File: src/rtl/cpy_pkg.sv
package cpy_pkg;
  localparam logic [7:0] OFS_CTRL = 8'h00;
  localparam logic [7:0] OFS_STAT = 8'h04;
  localparam logic [7:0] OFS_SRC  = 8'h18;
  localparam logic [7:0] OFS_DST  = 8'h20;
  localparam logic [7:0] OFS_LEN  = 8'h28;

  localparam int CTRL_IOC_BIT = 12;
  localparam int CTRL_ERR_BIT = 14;
  localparam int ST_IDLE_BIT  = 1;
  localparam int ST_KIND_LSB  = 4;
  localparam int ST_DONE_BIT  = 12;
  localparam int ST_ERR_BIT   = 14;

  localparam int NUM_KINDS = 3;
  localparam int KIND_INT  = 0;

  typedef enum logic [1:0] {
    SQ_IDLE  = 2'd0,
    SQ_ISSUE = 2'd1,
    SQ_WAIT  = 2'd2
  } seq_state_e;
endpackage

File: src/rtl/cpy_regfile.sv
module cpy_regfile
  import cpy_pkg::*;
#(
  parameter int AW  = 8,
  parameter int ADW = 32,
  parameter int LW  = 23
) (
  input  logic                 clk,
  input  logic                 rst_n,
  input  logic [AW-1:0]        reg_addr,
  input  logic [31:0]          reg_wdata,
  input  logic                 reg_wr,
  input  logic                 reg_rd,
  output logic [31:0]          reg_rdata,
  output logic                 reg_rvalid,
  input  logic                 idle,
  input  logic                 done_flag,
  input  logic                 err_flag,
  input  logic [NUM_KINDS-1:0] kind_flags,
  output logic [ADW-1:0]       src_q,
  output logic [ADW-1:0]       dst_q,
  output logic [LW-1:0]        len_q,
  output logic                 ioc_en,
  output logic                 err_en,
  output logic                 go,
  output logic [LW-1:0]        go_len,
  output logic                 clr_done,
  output logic                 clr_err
);
  logic hit_ctrl, hit_stat, hit_src, hit_dst, hit_len;
  logic [31:0] rd_mux, stat_word, ctrl_word;

  assign hit_ctrl = reg_addr == AW'(OFS_CTRL);
  assign hit_stat = reg_addr == AW'(OFS_STAT);
  assign hit_src  = reg_addr == AW'(OFS_SRC);
  assign hit_dst  = reg_addr == AW'(OFS_DST);
  assign hit_len  = reg_addr == AW'(OFS_LEN);

  assign go       = reg_wr && hit_len && idle;
  assign go_len   = reg_wdata[LW-1:0];
  assign clr_done = reg_wr && hit_stat && reg_wdata[ST_DONE_BIT];
  assign clr_err  = reg_wr && hit_stat && reg_wdata[ST_ERR_BIT];

  always_ff @(posedge clk) begin
    if (!rst_n) begin
      src_q  <= '0;
      dst_q  <= '0;
      len_q  <= '0;
      ioc_en <= 1'b0;
      err_en <= 1'b0;
    end else if (reg_wr) begin
      if (hit_ctrl) begin
        ioc_en <= reg_wdata[CTRL_IOC_BIT];
        err_en <= reg_wdata[CTRL_ERR_BIT];
      end
      if (idle && hit_src) src_q <= reg_wdata[ADW-1:0];
      if (idle && hit_dst) dst_q <= reg_wdata[ADW-1:0];
      if (idle && hit_len) len_q <= reg_wdata[LW-1:0];
    end
  end

  always_comb begin
    stat_word = '0;
    stat_word[ST_IDLE_BIT] = idle;
    stat_word[ST_DONE_BIT] = done_flag;
    stat_word[ST_ERR_BIT]  = err_flag;
    stat_word[ST_KIND_LSB +: NUM_KINDS] = kind_flags;
    ctrl_word = '0;
    ctrl_word[CTRL_IOC_BIT] = ioc_en;
    ctrl_word[CTRL_ERR_BIT] = err_en;
  end

  always_comb begin
    rd_mux = '0;
    if (hit_ctrl) rd_mux = ctrl_word;
    if (hit_stat) rd_mux = stat_word;
    if (hit_src)  rd_mux = 32'(src_q);
    if (hit_dst)  rd_mux = 32'(dst_q);
    if (hit_len)  rd_mux = 32'(len_q);
  end

  always_ff @(posedge clk) begin
    if (!rst_n) begin
      reg_rdata  <= '0;
      reg_rvalid <= 1'b0;
    end else begin
      reg_rvalid <= reg_rd;
      if (reg_rd) reg_rdata <= rd_mux;
    end
  end
endmodule

File: src/rtl/cpy_seq.sv
module cpy_seq
  import cpy_pkg::*;
#(
  parameter int LW = 23
) (
  input  logic                 clk,
  input  logic                 rst_n,
  input  logic                 go,
  input  logic [LW-1:0]        go_len,
  input  logic                 cmd_ready,
  input  logic                 sts_valid,
  input  logic [NUM_KINDS-1:0] sts_err,
  output logic                 busy,
  output logic                 cmd_valid,
  output logic                 evt_done,
  output logic [NUM_KINDS-1:0] evt_err,
  output logic                 evt_zero
);
  seq_state_e st_q, st_d;
  logic report;

  assign report   = (st_q == SQ_WAIT) && sts_valid;
  assign evt_done = report && (sts_err == '0);
  assign evt_err  = report ? sts_err : '0;
  assign evt_zero = (st_q == SQ_IDLE) && go && (go_len == '0);

  always_comb begin
    st_d = st_q;
    unique case (st_q)
      SQ_IDLE:  if (go && go_len != '0) st_d = SQ_ISSUE;
      SQ_ISSUE: if (cmd_ready) st_d = SQ_WAIT;
      SQ_WAIT:  if (sts_valid) st_d = SQ_IDLE;
      default:  st_d = SQ_IDLE;
    endcase
  end

  always_ff @(posedge clk) begin
    if (!rst_n) st_q <= SQ_IDLE;
    else        st_q <= st_d;
  end

  assign busy      = st_q != SQ_IDLE;
  assign cmd_valid = st_q == SQ_ISSUE;
endmodule

File: src/rtl/cpy_status.sv
module cpy_status
  import cpy_pkg::*;
(
  input  logic                 clk,
  input  logic                 rst_n,
  input  logic                 evt_done,
  input  logic [NUM_KINDS-1:0] evt_err,
  input  logic                 evt_zero,
  input  logic                 clr_done,
  input  logic                 clr_err,
  input  logic                 ioc_en,
  input  logic                 err_en,
  output logic                 done_flag,
  output logic                 err_flag,
  output logic [NUM_KINDS-1:0] kind_flags,
  output logic                 irq
);
  logic any_err;
  assign any_err = (|evt_err) || evt_zero;

  always_ff @(posedge clk) begin
    if (!rst_n) begin
      done_flag <= 1'b0;
      err_flag  <= 1'b0;
    end else begin
      if (evt_done)      done_flag <= 1'b1;
      else if (clr_done) done_flag <= 1'b0;
      if (any_err)       err_flag  <= 1'b1;
      else if (clr_err)  err_flag  <= 1'b0;
    end
  end

  for (genvar k = 0; k < NUM_KINDS; k++) begin : g_kind
    logic set_k;
    if (k == KIND_INT) begin : g_int
      assign set_k = evt_err[k] || evt_zero;
    end else begin : g_other
      assign set_k = evt_err[k];
    end
    always_ff @(posedge clk) begin
      if (!rst_n)       kind_flags[k] <= 1'b0;
      else if (set_k)   kind_flags[k] <= 1'b1;
      else if (clr_err) kind_flags[k] <= 1'b0;
    end
  end

  assign irq = (done_flag && ioc_en) || (err_flag && err_en);
endmodule

File: src/rtl/cpy_engine_ctl.sv
module cpy_engine_ctl
  import cpy_pkg::*;
#(
  parameter int AW  = 8,
  parameter int ADW = 32,
  parameter int LW  = 23
) (
  input  logic                 clk,
  input  logic                 rst_n,
  input  logic [AW-1:0]        reg_addr,
  input  logic [31:0]          reg_wdata,
  input  logic                 reg_wr,
  input  logic                 reg_rd,
  output logic [31:0]          reg_rdata,
  output logic                 reg_rvalid,
  output logic                 cmd_valid,
  input  logic                 cmd_ready,
  output logic [ADW-1:0]       cmd_src,
  output logic [ADW-1:0]       cmd_dst,
  output logic [LW-1:0]        cmd_len,
  input  logic                 sts_valid,
  input  logic [NUM_KINDS-1:0] sts_err,
  output logic                 irq
);
  logic busy, ioc_en, err_en, go, clr_done, clr_err;
  logic done_flag, err_flag, evt_done, evt_zero;
  logic [NUM_KINDS-1:0] kind_flags, evt_err;
  logic [LW-1:0] go_len;

  cpy_regfile #(.AW(AW), .ADW(ADW), .LW(LW)) u_regs (
    .clk(clk), .rst_n(rst_n), .reg_addr(reg_addr), .reg_wdata(reg_wdata),
    .reg_wr(reg_wr), .reg_rd(reg_rd), .reg_rdata(reg_rdata),
    .reg_rvalid(reg_rvalid), .idle(!busy), .done_flag(done_flag),
    .err_flag(err_flag), .kind_flags(kind_flags), .src_q(cmd_src),
    .dst_q(cmd_dst), .len_q(cmd_len), .ioc_en(ioc_en), .err_en(err_en),
    .go(go), .go_len(go_len), .clr_done(clr_done), .clr_err(clr_err)
  );

  cpy_seq #(.LW(LW)) u_seq (
    .clk(clk), .rst_n(rst_n), .go(go), .go_len(go_len),
    .cmd_ready(cmd_ready), .sts_valid(sts_valid), .sts_err(sts_err),
    .busy(busy), .cmd_valid(cmd_valid), .evt_done(evt_done),
    .evt_err(evt_err), .evt_zero(evt_zero)
  );

  cpy_status u_stat (
    .clk(clk), .rst_n(rst_n), .evt_done(evt_done), .evt_err(evt_err),
    .evt_zero(evt_zero), .clr_done(clr_done), .clr_err(clr_err),
    .ioc_en(ioc_en), .err_en(err_en), .done_flag(done_flag),
    .err_flag(err_flag), .kind_flags(kind_flags), .irq(irq)
  );
endmodule

File: config.mk
export PLATFORM = sky130hd
export DESIGN_NAME = cpy_engine_ctl
export DESIGN_NICKNAME = d
export VERILOG_FILES = /design/src/rtl/cpy_pkg.sv /design/src/rtl/cpy_regfile.sv /design/src/rtl/cpy_seq.sv /design/src/rtl/cpy_status.sv /design/src/rtl/cpy_engine_ctl.sv
export SDC_FILE = /design/constraint.sdc
export NUM_CORES = 1
export LEC_CHECK = 0
export BUFFER_PORTS_ARGS = -buffer_cell sky130_fd_sc_hd__buf_2
export CELL_PAD_IN_SITES_DETAIL_PLACEMENT = 1
export CELL_PAD_IN_SITES_GLOBAL_PLACEMENT = 2
export CORE_UTILIZATION = 29
export CTS_CLUSTER_SIZE = 30
export DETAILED_ROUTE_END_ITERATION = 7
export PLACE_DENSITY = 0.86
export SETUP_SLACK_MARGIN = 0.05
export SLEW_MARGIN = 20
export SYNTH_ARGS = -nofsm -noshare
export SYNTH_HDL_FRONTEND = slang
export SYNTH_SLANG_ARGS = --single-unit
File: constraint.sdc
create_clock -name clk -period 2.6 [get_ports clk]
set_input_delay 0.65 -clock clk [delete_from_list [all_inputs] [get_ports clk]]
set_output_delay 0.65 -clock clk [all_outputs]
set_load 0.02 [all_outputs]
==> key figures <==
Finish
  • Fillcell total: 2,174
  • Multi-input gate area: 0.00264 mm^2
  • Non-Filler Instances: 1,041
  • Synth-to-layout area growth: 32.9%
  • Nets@finish: between 800 and 900
  • N_diodes: 0
  • FF+latch area: around 0.0026 mm^2
  • Share of layout cells above drive strength 1: approximately a third

Floorplanning
  • Total core area: between 0.015 and 0.02 mm^2
  • Die ar.: 0.0194 mm^2
  • Die width: 139 um
  • Total I/O pin count: 171
  • Row cnt: 49
  • Die H: 139 um
  • Initial Util: between 30% and 40%

Yosys
  • Distinct cells, synth: 45
  • Largest family of logic cells by synthesized area: simple AND/OR/NAND/NOR gates
  • Top-area cell type share of the netlist area: a little under half
  • Post-Synth XOR/XNOR Area: 0%
  • Post-synth top flop: dfxtp_1
  • Synth Cell Area: ~0.0055 mm^2
  • Seq/Total Area, Yosys: a little under half
  • Compound-gate portion of the synthesized area: a little under a fifth
  • Synth Area in Adders: 0%
  • Post-synthesis cell count: 629
  • Post-synthesis async set-or-reset flop share: 0%
  • Synth Register Bits: 129
  • Syn Area/Cell: between 8 and 9 um^2
  • Post-synth EDFFs: 0
  • Synth warn: 0
  • Syn_nets: just under 700
  • Yosys top cell by area: dfxtp_1
  • Post-Synth Simple-Gate Area: about a fifth
  • Synth top area cells: dfxtp_1, a21oi_1, mux2i_1, nand2_1, nor2_1
  • Multiplexer area fraction after synthesis: about a tenth

Clock network
  • Clk_lat worst skew: 420 ps
  • Clk sinks: ~130
  • CTS tree: built
  • Clk pin slew, worst setup/hold paths: approximately 60 ps
  • Cts bufs inserted: 17
  • Clk buf depth: 2
  • Post-CTS Hold Buffers: 0
  • Clock Tree Root: clkbuf_16
  • Post-cts sizing count: 0
  • Post-CTS Setup Bufs: 0
  • Number of H-tree levels: 4

Power and ir drop
  • Clock group share of total power: between 50 and 60%
  • Comb pwr share: between 5 and 6%
  • Pwr Density: ~680 mW/mm^2
  • Switching power: about 1.1 mW
  • Switching share of power: about 23%
  • Seq pwr share: slightly above 40%
  • Maximum vdd drop: approximately 0.43 mV
  • LEAKAGE: ~3.3 nW
  • Internal: around 3.8 mW

Placement
  • RePlAce Congestion: between 0.8 and 0.9
  • Placed cells: around 1,000
  • Dpl hpwl: around 14,000 um
  • Port-buffer cells: 170

Setup path
  • Crit-path max FO: 5
  • Startpoint types: register
  • WS Path Type: reg2out
  • Worst R2R End: u_regs.len_q[12]$_SDFFE_PN0P_
  • Critical R2R Launch: u_seq.st_q[1]$_SDFFE_PN0P_
  • Path depth of the worst reg2reg path: 5
  • Crit path capture type: primary output
  • Critical path origin: u_seq.st_q[0]$_SDFFE_PN0P_
  • CP Data Arrival Time: 1340 ps
  • Internal reg-to-reg setup slack: approximately 830 ps
  • CP required: about 2000 ps

Drt
  • DRT Pass-1 Iters: 5
  • Via density: 5.19
  • DRC errors left: 0
  • Routed via count: about 5,400
  • Initial DRC Count: approximately 230
  • Post-detailed-route wirelength per cell: ~19 um
  • Detail Route Antenna Nets: 0
  • Final wirelength: between 15,000 and 20,000 um

GRT
  • Gr usage total: 20.9%
  • Vias in the first global route: 5,521
  • Initial antenna violation count: 0
  • Largest net degree at the start of global routing: slightly below 60
  • Global-route wire length before repair: between 30,000 and 40,000 um
  • Grt total ovfl: 0

Hold path
  • Hold Crit Depth: 2
  • Hold_sp: u_regs.reg_rdata[27]$_SDFFE_PN0P_
  • Worst min path class: reg2reg
  • Hold endpoint: u_regs.reg_rdata[27]$_SDFFE_PN0P_

Timing
  • Highest clock rate: 502 MHz
  • Worst Clk Skew: roughly 8.3 ps
  • Slew headroom: between 50% and 60%
  • Worst hold slack: roughly 460 ps
  • Count of final setup violators: 0
  • Final period util: about three quarters
  • Final max-slew violation count: 0
  • RSZ-0062 raised after global routing: false
  • Final Hold Fails: 0
  • Setup TNS: 0 ps
  • Fin crit period: between 1500 and 2000 ps
  • Tightest Pin Transition: 740 ps

Status
  • Status: finished, final reports clean

Job
  • Max-Cap Viols: 0
cell type report:
class	instances	share of cell area (%)
flip-flops and latches	129	35.5
clock inverters	13	2.86
multi-input cells	446	36.3
clock buffers	19	6.09
well taps	229	3.94
inverters	5	0.275
repair buffers	200	15.0
logic make-up (layout without fill, tap and decap cells):
family                 after synthesis  count (layout)
AO/OA/AOI/OAI                      160             160
buffers and inverters               54             237
flip-flops                         129             129
multiplexers                        54              54
AND/OR/NAND/NOR                    232             232
cells in the final DEF (no fill, tap or decap), types with 3 or more instances in the layout:
cell       netlist  routed
buf_2           15     170
dfxtp_1        129     129
nand2_1         97      97
a21oi_1         82      82
nor2_1          60      60
nand3_1         39      39
mux2i_1         37      37
o21ai_0         29      29
buf_4            3      29
mux2_2          17      17
clkbuf_16        0      17
o31ai_1          9       9
a221oi_1         9       9
a221oi_2         8       8
nand4_1          6       6
nor4_1           5       5
a31oi_1          5       5
bufinv_16        0       5
clkinv_2         0       4
o2bb2ai_1        4       4
nor3_1           3       3
and3b_1          3       3
inv_1            3       3
a22oi_1          3       3
and3_1           4       3
critical path: stages (launching register included):
cell	delay, ps
dfxtp_1	470
nor2b_1	260
buf_2	200
worst max path at each step:
stage	endpoint	cells after the start
floorplan	u_regs.reg_rdata[11]$_SDFFE_PN0P_	8
global placement	u_regs.reg_rdata[13]$_SDFFE_PN0P_	6
detailed placement	u_stat.kind_flags[0]$_SDFFE_PN0P_	6
CTS	cmd_valid	2
global route	cmd_valid	2
finish	cmd_valid	2
power by group through the flow:
| stage | logic [mW] | clock network, mW | registers [mW] |
|---|---|---|---|
| 6_report | 0.294 | 2.66 | 2.01 |
| 5_1_grt | 0.319 | 2.80 | 2.01 |
| 4_1_cts | 0.296 | 2.71 | 2.01 |
| 3_5_place_dp | 0.294 | 0 | 2.05 |
| 3_3_place_gp | 0.293 | 0 | 2.05 |
| 2_1_floorplan | 0.124 | 0 | 2.07 |
flip-flops by register name, indices dropped and copies added, names as in the netlist:
signal	cells
u_stat.err_flag	1
u_stat.kind_flags	3
u_regs.len_q	23
u_regs.reg_rdata	32
u_regs.err_en	1
u_seq.st_q	2
u_stat.done_flag	1
u_regs.dst_q	32
u_regs.src_q	32
u_regs.reg_rvalid	1
u_regs.ioc_en	1
synth_stat cells, types with 5 or more instances:
cell type and n:
nand3_1 39, o21ai_0 29, dfxtp_1 129, clkbuf_1 27, buf_2 15, mux2_2 17
a221oi_2 8, a21oi_1 82, nor2_1 60, mux2i_1 37, a221oi_1 9, o31ai_1 9
nor4_1 5, nand4_1 6, a31oi_1 5, nand2_1 97
per-layer routing:
metal	share of wire (%)	global-route usage [%]	vias to the layer above
met5	0	0	-
met1	46	26.9	2649
met4	1.6	7.72	0
met3	4.9	4.99	24
li1	-	-	2573
met2	47	33.7	152
per-stage QoR:
step                      area, um^2  worst slack [ps]  util (%)  power, mW
after global routing            7270               516      39.9       5.12
after global placement          6620               427      36.3       2.34
final                           7270               607      39.9       4.96
after CTS                       7270               574      39.9       5.01
after floorplan                 5470               604         -       2.19
after detailed placement        6620               408      36.3       2.34
Note: power is estimated with default switching activity, not from simulation.
